`config.mk`:
```
export PLATFORM = sky130hd
export DESIGN_NAME = twx_rx
export DESIGN_NICKNAME = d
export VERILOG_FILES = /design/src/rtl/twx_pkg.sv /design/src/rtl/twx_runlen.sv /design/src/rtl/twx_bitdec.sv /design/src/rtl/twx_frame.sv /design/src/rtl/twx_rx.sv
export SDC_FILE = /design/constraint.sdc
export NUM_CORES = 1
export LEC_CHECK = 0
export ABC_AREA = 1
export CAP_MARGIN = 20
export CORE_ASPECT_RATIO = 0.5
export CORE_UTILIZATION = 35
export CTS_CLUSTER_SIZE = 20
export DETAILED_ROUTE_END_ITERATION = 8
export GPL_TIMING_DRIVEN = 0
export PLACE_DENSITY = 0.53
export RECOVER_POWER = 100
export SLEW_MARGIN = 30
export SYNTH_ARGS = -nofsm -noshare
export SYNTH_HDL_FRONTEND = slang
export SYNTH_HIERARCHICAL = 1
export SYNTH_SLANG_ARGS = --single-unit
```
`constraint.sdc`:
```
create_clock -name clk -period 1.8 [get_ports clk]
set_input_delay 0.27 -clock clk [delete_from_list [all_inputs] [get_ports clk]]
set_output_delay 0.27 -clock clk [all_outputs]
set_load 0.02 [all_outputs]
```
`src/rtl/twx_pkg.sv`:
```
package twx_pkg;
  localparam int ADDR_W = 3;
  localparam logic [ADDR_W-1:0] EOM_ADDR = 3'd7;

  typedef enum logic [1:0] {RUN_BAD, RUN_SHORT, RUN_LONG, RUN_VIOL} run_cls_e;
  typedef enum logic [1:0] {DS_HUNT, DS_BND, DS_MID} dec_st_e;
  typedef enum logic [1:0] {FS_IDLE, FS_WAIT, FS_BITS} frm_st_e;
endpackage

```
`src/rtl/twx_runlen.sv`:
```
module twx_runlen
  import twx_pkg::*;
#(
  parameter int OVS = 8
) (
  input  logic     clk,
  input  logic     rst,
  input  logic     line_i,
  output logic     edge_o,
  output logic     lvl_o,
  output run_cls_e cls_o,
  output logic     stall_o
);
  localparam int HALF   = OVS / 2;
  localparam int SH_MIN = HALF / 2;
  localparam int SH_MAX = HALF + HALF / 4;
  localparam int LG_MAX = 2 * HALF + HALF / 4;
  localparam int VI_MAX = 3 * HALF + HALF / 2;
  localparam int RLW    = $clog2(VI_MAX + 2);
  localparam logic [RLW-1:0] C_SHMIN = RLW'(SH_MIN);
  localparam logic [RLW-1:0] C_SHMAX = RLW'(SH_MAX);
  localparam logic [RLW-1:0] C_LGMAX = RLW'(LG_MAX);
  localparam logic [RLW-1:0] C_VIMAX = RLW'(VI_MAX);

  logic           lvl_q;
  logic [RLW-1:0] rl_q;

  always_ff @(posedge clk) begin
    if (rst) begin
      lvl_q <= 1'b0;
      rl_q  <= '0;
    end else begin
      lvl_q <= line_i;
      if (line_i != lvl_q) rl_q <= RLW'(1);
      else if (rl_q != '1) rl_q <= rl_q + RLW'(1);
    end
  end

  assign edge_o  = (line_i != lvl_q);
  assign lvl_o   = lvl_q;
  assign stall_o = (rl_q > C_LGMAX);

  always_comb begin
    if (rl_q >= C_SHMIN && rl_q <= C_SHMAX)      cls_o = RUN_SHORT;
    else if (rl_q > C_SHMAX && rl_q <= C_LGMAX)  cls_o = RUN_LONG;
    else if (rl_q > C_LGMAX && rl_q <= C_VIMAX)  cls_o = RUN_VIOL;
    else                                         cls_o = RUN_BAD;
  end
endmodule

```
`src/rtl/twx_bitdec.sv`:
```
module twx_bitdec
  import twx_pkg::*;
(
  input  logic     clk,
  input  logic     rst,
  input  logic     edge_i,
  input  logic     lvl_i,
  input  run_cls_e cls_i,
  input  logic     stall_i,
  input  logic     end_i,
  output logic     bit_v_o,
  output logic     bit_o,
  output logic     sync_o,
  output logic     cerr_o
);
  dec_st_e st_q;
  logic    vh_q;

  always_ff @(posedge clk) begin
    if (rst) begin
      st_q    <= DS_HUNT;
      vh_q    <= 1'b0;
      bit_v_o <= 1'b0;
      bit_o   <= 1'b0;
      sync_o  <= 1'b0;
      cerr_o  <= 1'b0;
    end else begin
      bit_v_o <= 1'b0;
      sync_o  <= 1'b0;
      cerr_o  <= 1'b0;
      if (end_i) begin
        st_q <= DS_HUNT;
        vh_q <= 1'b0;
      end else begin
        case (st_q)
          DS_HUNT: if (edge_i) begin
            if (cls_i == RUN_VIOL && lvl_i) vh_q <= 1'b1;
            else if (cls_i == RUN_VIOL && !lvl_i && vh_q) begin
              vh_q   <= 1'b0;
              st_q   <= DS_BND;
              sync_o <= 1'b1;
            end else vh_q <= 1'b0;
          end
          DS_BND: begin
            if (edge_i) begin
              if (cls_i == RUN_SHORT) begin
                bit_v_o <= 1'b1;
                bit_o   <= lvl_i;
                st_q    <= DS_MID;
              end else begin
                cerr_o <= 1'b1;
                st_q   <= DS_HUNT;
              end
            end else if (stall_i) begin
              cerr_o <= 1'b1;
              st_q   <= DS_HUNT;
            end
          end
          DS_MID: begin
            if (edge_i) begin
              if (cls_i == RUN_SHORT) st_q <= DS_BND;
              else if (cls_i == RUN_LONG) begin
                bit_v_o <= 1'b1;
                bit_o   <= lvl_i;
              end else begin
                cerr_o <= 1'b1;
                st_q   <= DS_HUNT;
              end
            end else if (stall_i) begin
              cerr_o <= 1'b1;
              st_q   <= DS_HUNT;
            end
          end
          default: st_q <= DS_HUNT;
        endcase
      end
    end
  end
endmodule

```
`src/rtl/twx_frame.sv`:
```
module twx_frame
  import twx_pkg::*;
#(
  parameter int DATA_W     = 8,
  parameter int MAX_FRAMES = 256,
  localparam int CNTW      = $clog2(MAX_FRAMES + 1)
) (
  input  logic              clk,
  input  logic              rst,
  input  logic              sync_i,
  input  logic              bit_v_i,
  input  logic              bit_i,
  input  logic              cerr_i,
  input  logic [ADDR_W-1:0] my_addr_i,
  input  logic              rdy_i,
  output logic              end_o,
  output logic              fv_o,
  output logic [DATA_W-1:0] fdata_o,
  output logic [ADDR_W-1:0] faddr_o,
  output logic              feom_o,
  output logic              fperr_o,
  output logic              ovf_o,
  output logic              cerr_o,
  output logic [CNTW-1:0]   cnt_o,
  output logic              act_o
);
  localparam int FLEN = DATA_W + ADDR_W + 1;
  localparam int BCW  = $clog2(FLEN + 1);

  frm_st_e           st_q;
  logic [FLEN-2:0]   sr_q;
  logic [FLEN-1:0]   full;
  logic [BCW-1:0]    bc_q;
  logic [CNTW-1:0]   cnt_q;
  logic              sel_q;

  logic [DATA_W-1:0] w_data;
  logic [ADDR_W-1:0] w_addr;
  logic              w_perr, w_last, w_sel, w_eom, w_cap;

  assign full   = {bit_i, sr_q};
  assign w_data = full[DATA_W-1:0];
  assign w_addr = full[DATA_W +: ADDR_W];
  assign w_perr = ~(^full);
  assign w_last = (bc_q == BCW'(FLEN - 1));
  assign w_sel  = (cnt_q == '0) ? (w_addr == my_addr_i) : sel_q;
  assign w_eom  = (w_addr == EOM_ADDR);
  assign w_cap  = (cnt_q == CNTW'(MAX_FRAMES));

  always_ff @(posedge clk) begin
    if (rst) begin
      st_q    <= FS_IDLE;
      sr_q    <= '0;
      bc_q    <= '0;
      cnt_q   <= '0;
      sel_q   <= 1'b0;
      end_o   <= 1'b0;
      fv_o    <= 1'b0;
      fdata_o <= '0;
      faddr_o <= '0;
      feom_o  <= 1'b0;
      fperr_o <= 1'b0;
      ovf_o   <= 1'b0;
      cerr_o  <= 1'b0;
    end else begin
      end_o  <= 1'b0;
      ovf_o  <= 1'b0;
      cerr_o <= 1'b0;
      if (fv_o && rdy_i) fv_o <= 1'b0;
      if (cerr_i) begin
        cerr_o <= 1'b1;
        st_q   <= FS_IDLE;
      end else begin
        case (st_q)
          FS_IDLE: if (sync_i) begin
            st_q  <= FS_WAIT;
            cnt_q <= '0;
            sel_q <= 1'b0;
          end
          FS_WAIT: if (bit_v_i && bit_i) begin
            st_q <= FS_BITS;
            bc_q <= '0;
          end
          FS_BITS: if (bit_v_i) begin
            sr_q <= full[FLEN-1:1];
            bc_q <= bc_q + BCW'(1);
            if (w_last) begin
              st_q  <= w_eom ? FS_IDLE : FS_WAIT;
              end_o <= w_eom;
              if (w_cap) ovf_o <= 1'b1;
              else begin
                cnt_q <= cnt_q + CNTW'(1);
                sel_q <= w_sel;
                if (w_sel) begin
                  fv_o    <= 1'b1;
                  fdata_o <= w_data;
                  faddr_o <= w_addr;
                  feom_o  <= w_eom;
                  fperr_o <= w_perr;
                end
              end
            end
          end
          default: st_q <= FS_IDLE;
        endcase
      end
    end
  end

  assign cnt_o = cnt_q;
  assign act_o = (st_q != FS_IDLE);
endmodule

```
`src/rtl/twx_rx.sv`:
```
module twx_rx
  import twx_pkg::*;
#(
  parameter int OVS        = 8,
  parameter int DATA_W     = 8,
  parameter int MAX_FRAMES = 256
) (
  input  logic              clk,
  input  logic              rst,
  input  logic              line_i,
  input  logic [2:0]        my_addr_i,
  input  logic              frm_rdy_i,
  output logic              frm_valid_o,
  output logic [DATA_W-1:0] frm_data_o,
  output logic [2:0]        frm_addr_o,
  output logic              frm_eom_o,
  output logic              frm_perr_o,
  output logic              ovf_o,
  output logic              code_err_o
);
  localparam int CNTW = $clog2(MAX_FRAMES + 1);

  logic            rl_edge, rl_lvl, rl_stall;
  run_cls_e        rl_cls;
  logic            dec_bv, dec_bit, dec_sync, dec_cerr;
  logic            frm_end, frm_act;
  logic [CNTW-1:0] frm_cnt;

  twx_runlen #(.OVS(OVS)) u_rl (
    .clk(clk), .rst(rst), .line_i(line_i),
    .edge_o(rl_edge), .lvl_o(rl_lvl), .cls_o(rl_cls), .stall_o(rl_stall)
  );

  twx_bitdec u_dec (
    .clk(clk), .rst(rst), .edge_i(rl_edge), .lvl_i(rl_lvl), .cls_i(rl_cls),
    .stall_i(rl_stall), .end_i(frm_end),
    .bit_v_o(dec_bv), .bit_o(dec_bit), .sync_o(dec_sync), .cerr_o(dec_cerr)
  );

  twx_frame #(.DATA_W(DATA_W), .MAX_FRAMES(MAX_FRAMES)) u_frm (
    .clk(clk), .rst(rst), .sync_i(dec_sync), .bit_v_i(dec_bv), .bit_i(dec_bit),
    .cerr_i(dec_cerr), .my_addr_i(my_addr_i), .rdy_i(frm_rdy_i),
    .end_o(frm_end), .fv_o(frm_valid_o), .fdata_o(frm_data_o),
    .faddr_o(frm_addr_o), .feom_o(frm_eom_o), .fperr_o(frm_perr_o),
    .ovf_o(ovf_o), .cerr_o(code_err_o), .cnt_o(frm_cnt), .act_o(frm_act)
  );
endmodule

```
==> reports/metrics.yaml <==
fin_nets: 517
clock_latency_ns: 0.29
crit_top_cell: "nand2_2"
critPathKind: "register to register"
cp_max_fo: 4
setup_violations: 3
crit_path_start_kind: "register"
fmax_mhz: 544
grt_pass1_wl_mm: 11.8
die_y_um: 68.9
stdcell_count: 606
drive_gt1_share_pct: 18.0
crit_path_end_kind: "register"
power_density_nw_per_um2: 643
crit_required_ns: 2.03
antenna_cells: 0
drtIter0Drc: 131
max-vdd-ir-drop_uv: 370
maxSlewViolCount: 0
finalHoldViolCount: 0
vias: 2851
area.growth.synth_to_final_pct: 25.3
row_count: 23
yosys_warnings: 6
hpwl_mm: 5.19
antenna_found_initial: 0
dieArea_um2: 9350
cp_data_arrival_time_ns: 2.07
rsz0062_at_grt: "yes"
grt_max_degree: 17
syn_nets: 481
drcViolationCount: 0
port_buffers: 22
period_needed_ns: 1.84
cts.sinks: 56
synth_area_um2: 3130
status: "finished, violations left"
cts_tree: "built"
drt_wl_total_mm: 7.11
initial_core_util_pct: 37.6
grt_overflow: 0
numCtsBuffers: 5
total_power_mw: 2.52
hold_buffers: 0
dr.pass1.iters: 4
cp_slowest_cell: "dfxtp_4"
worstPathCellList: "inv_4 -> ha_4 -> nor2_4 -> o21a_1 -> nand2_2 -> nand2_4 -> inv_4 -> ha_4 -> nand2_1 -> inv_1 -> nand2_2 -> nand2_2 -> nor2_4 -> nand3_2 -> a21oi_2"
grt_pass1_vias: 2587
vias_per_cell: 4.70
clk_path_buf_depth: 2
ant_nets: 0
period_share_pct: 102
synth_cells: 457
coreArea_um2: 8320
grt_usage_pct: 16.4
setup_tns_ns: -0.110
root_buffer: "clkbuf_16"
gp_congestion: 0.832
slew_headroom_pct: 67.4
leakagePower_nw: 1.62
fillers: 867
io_pins: 23
die-width_um: 136
hold_class: "register to register"
path_clk_slew_ns: 0.07
dp.cells: 591
final_core_util_pct: 47.1
fin_ws_ns: -0.0384
skew_ns: 0.00627
maxCapViolCount: 0
avgSynthCellArea_um2: 6.85
worst_slew_pin_slew_ns: 0.489
cp_slowest_stage_delay_ns: 0.37
violations: "negative setup slack"
wl_per_cell_um: 11.7
htree_num_levels: 2
layout by cell type, fill, tap and decap left out, types with 3 or more instances in the layout:
cell type	n
nand2_1	105
inv_1	54
nor2_1	53
dfxtp_1	50
a21oi_1	28
clkdlybuf4s50_1	22
nand3_1	21
o21ai_0	19
nand4_1	18
ha_1	10
inv_2	8
nand2_2	8
buf_6	7
nor2_4	6
nand3_2	6
nor3_1	6
clkbuf_16	5
nor2_2	5
ha_4	5
buf_4	5
xnor2_1	5
dfxtp_2	4
clkbuf_1	3
inv_4	3
a21oi_2	3
o21ai_2	3
nand2_4	3
buf_2	3
nor3_2	3
xor2_1	3
cell type report:
type | instances | area [um2] | area share (%)
Clock buffer | 6 | 129 | 3.29
Multi-Input combinational cell | 322 | 1850 | 47.1
Inverter | 67 | 268 | 6.83
Sequential cell | 56 | 1130 | 28.9
Clock inverter | 2 | 35.0 | 0.893
Timing Repair Buffer | 29 | 284 | 7.24
Buffer | 12 | 86.3 | 2.20
Tap cell | 112 | 140 | 3.57
state kept, by name, indices dropped and copies added (netlist names), 2 cells and up:
register / flops
u_rl/rl_q: 4
u_frm/bc_q: 4
u_dec/st_q: 2
u_frm/faddr_o: 3
u_frm/st_q: 2
u_frm/sr_q: 11
u_frm/cnt_o: 9
u_frm/fdata_o: 8
path summary, 6_finish.rpt:
| check | from | to | slack [ns] | depth (start not counted) |
|---|---|---|---|---|
| setup / recovery | u_rl/rl_q[1]$_SDFFE_PP0P_ | u_dec/st_q[0]$_SDFFE_PP0P_ | -0.04 | 15 |
| hold / removal | u_frm/fv_o$_SDFF_PP0_ | u_frm/fv_o$_SDFF_PP0_ | 0.47 | 2 |
| setup reg to reg | u_rl/rl_q[1]$_SDFFE_PP0P_ | u_dec/st_q[0]$_SDFFE_PP0P_ | -0.04 | 15 |
| hold reg to reg | u_frm/fv_o$_SDFF_PP0_ | u_frm/fv_o$_SDFF_PP0_ | 0.47 | 2 |
where the power goes:
group	internal [mW]	switching [mW]	total [mW]
registers	1.24	0.00911	1.25
clock network	0.656	0.441	1.10
logic	0.0731	0.100	0.173
routing by layer:
metal | vias up | GRT usage, % | routed length [um]
li1 | 1525 | - | -
met1 | 1291 | 20.4 | 3630
met5 | - | 0 | 0
met4 | 0 | 4.63 | 59
met2 | 30 | 28.9 | 3230
met3 | 5 | 3.73 | 192
repair_timing:
item,4_1_cts,5_1_grt
gates cloned,0,1
setup buffers,6,0
pin swaps,10,14
endpoints found under the setup margin,5,34
gates resized for setup,17,40
worst max-delay path: cells and delay by family, from the launching register on:
family          cells  cell delay [ns]
simple gates        8             0.66
flops               1             0.37
fa+ha+maj           2             0.31
compound gates      2             0.28
buf+inv             3             0.15
stage by stage:
stage | hold slack (ns) | worst slack, ns | area (um2)
after floorplan | 0.339 | 0.00304 | 3140
after global placement | 0.457 | -0.319 | 3500
after detailed placement | 0.466 | -0.300 | 3500
after CTS | 0.474 | -0.0445 | 3780
after global routing | 0.510 | -0.170 | 3920
final | 0.473 | -0.0384 | 3920
Note: power is estimated with default switching activity, not from simulation.
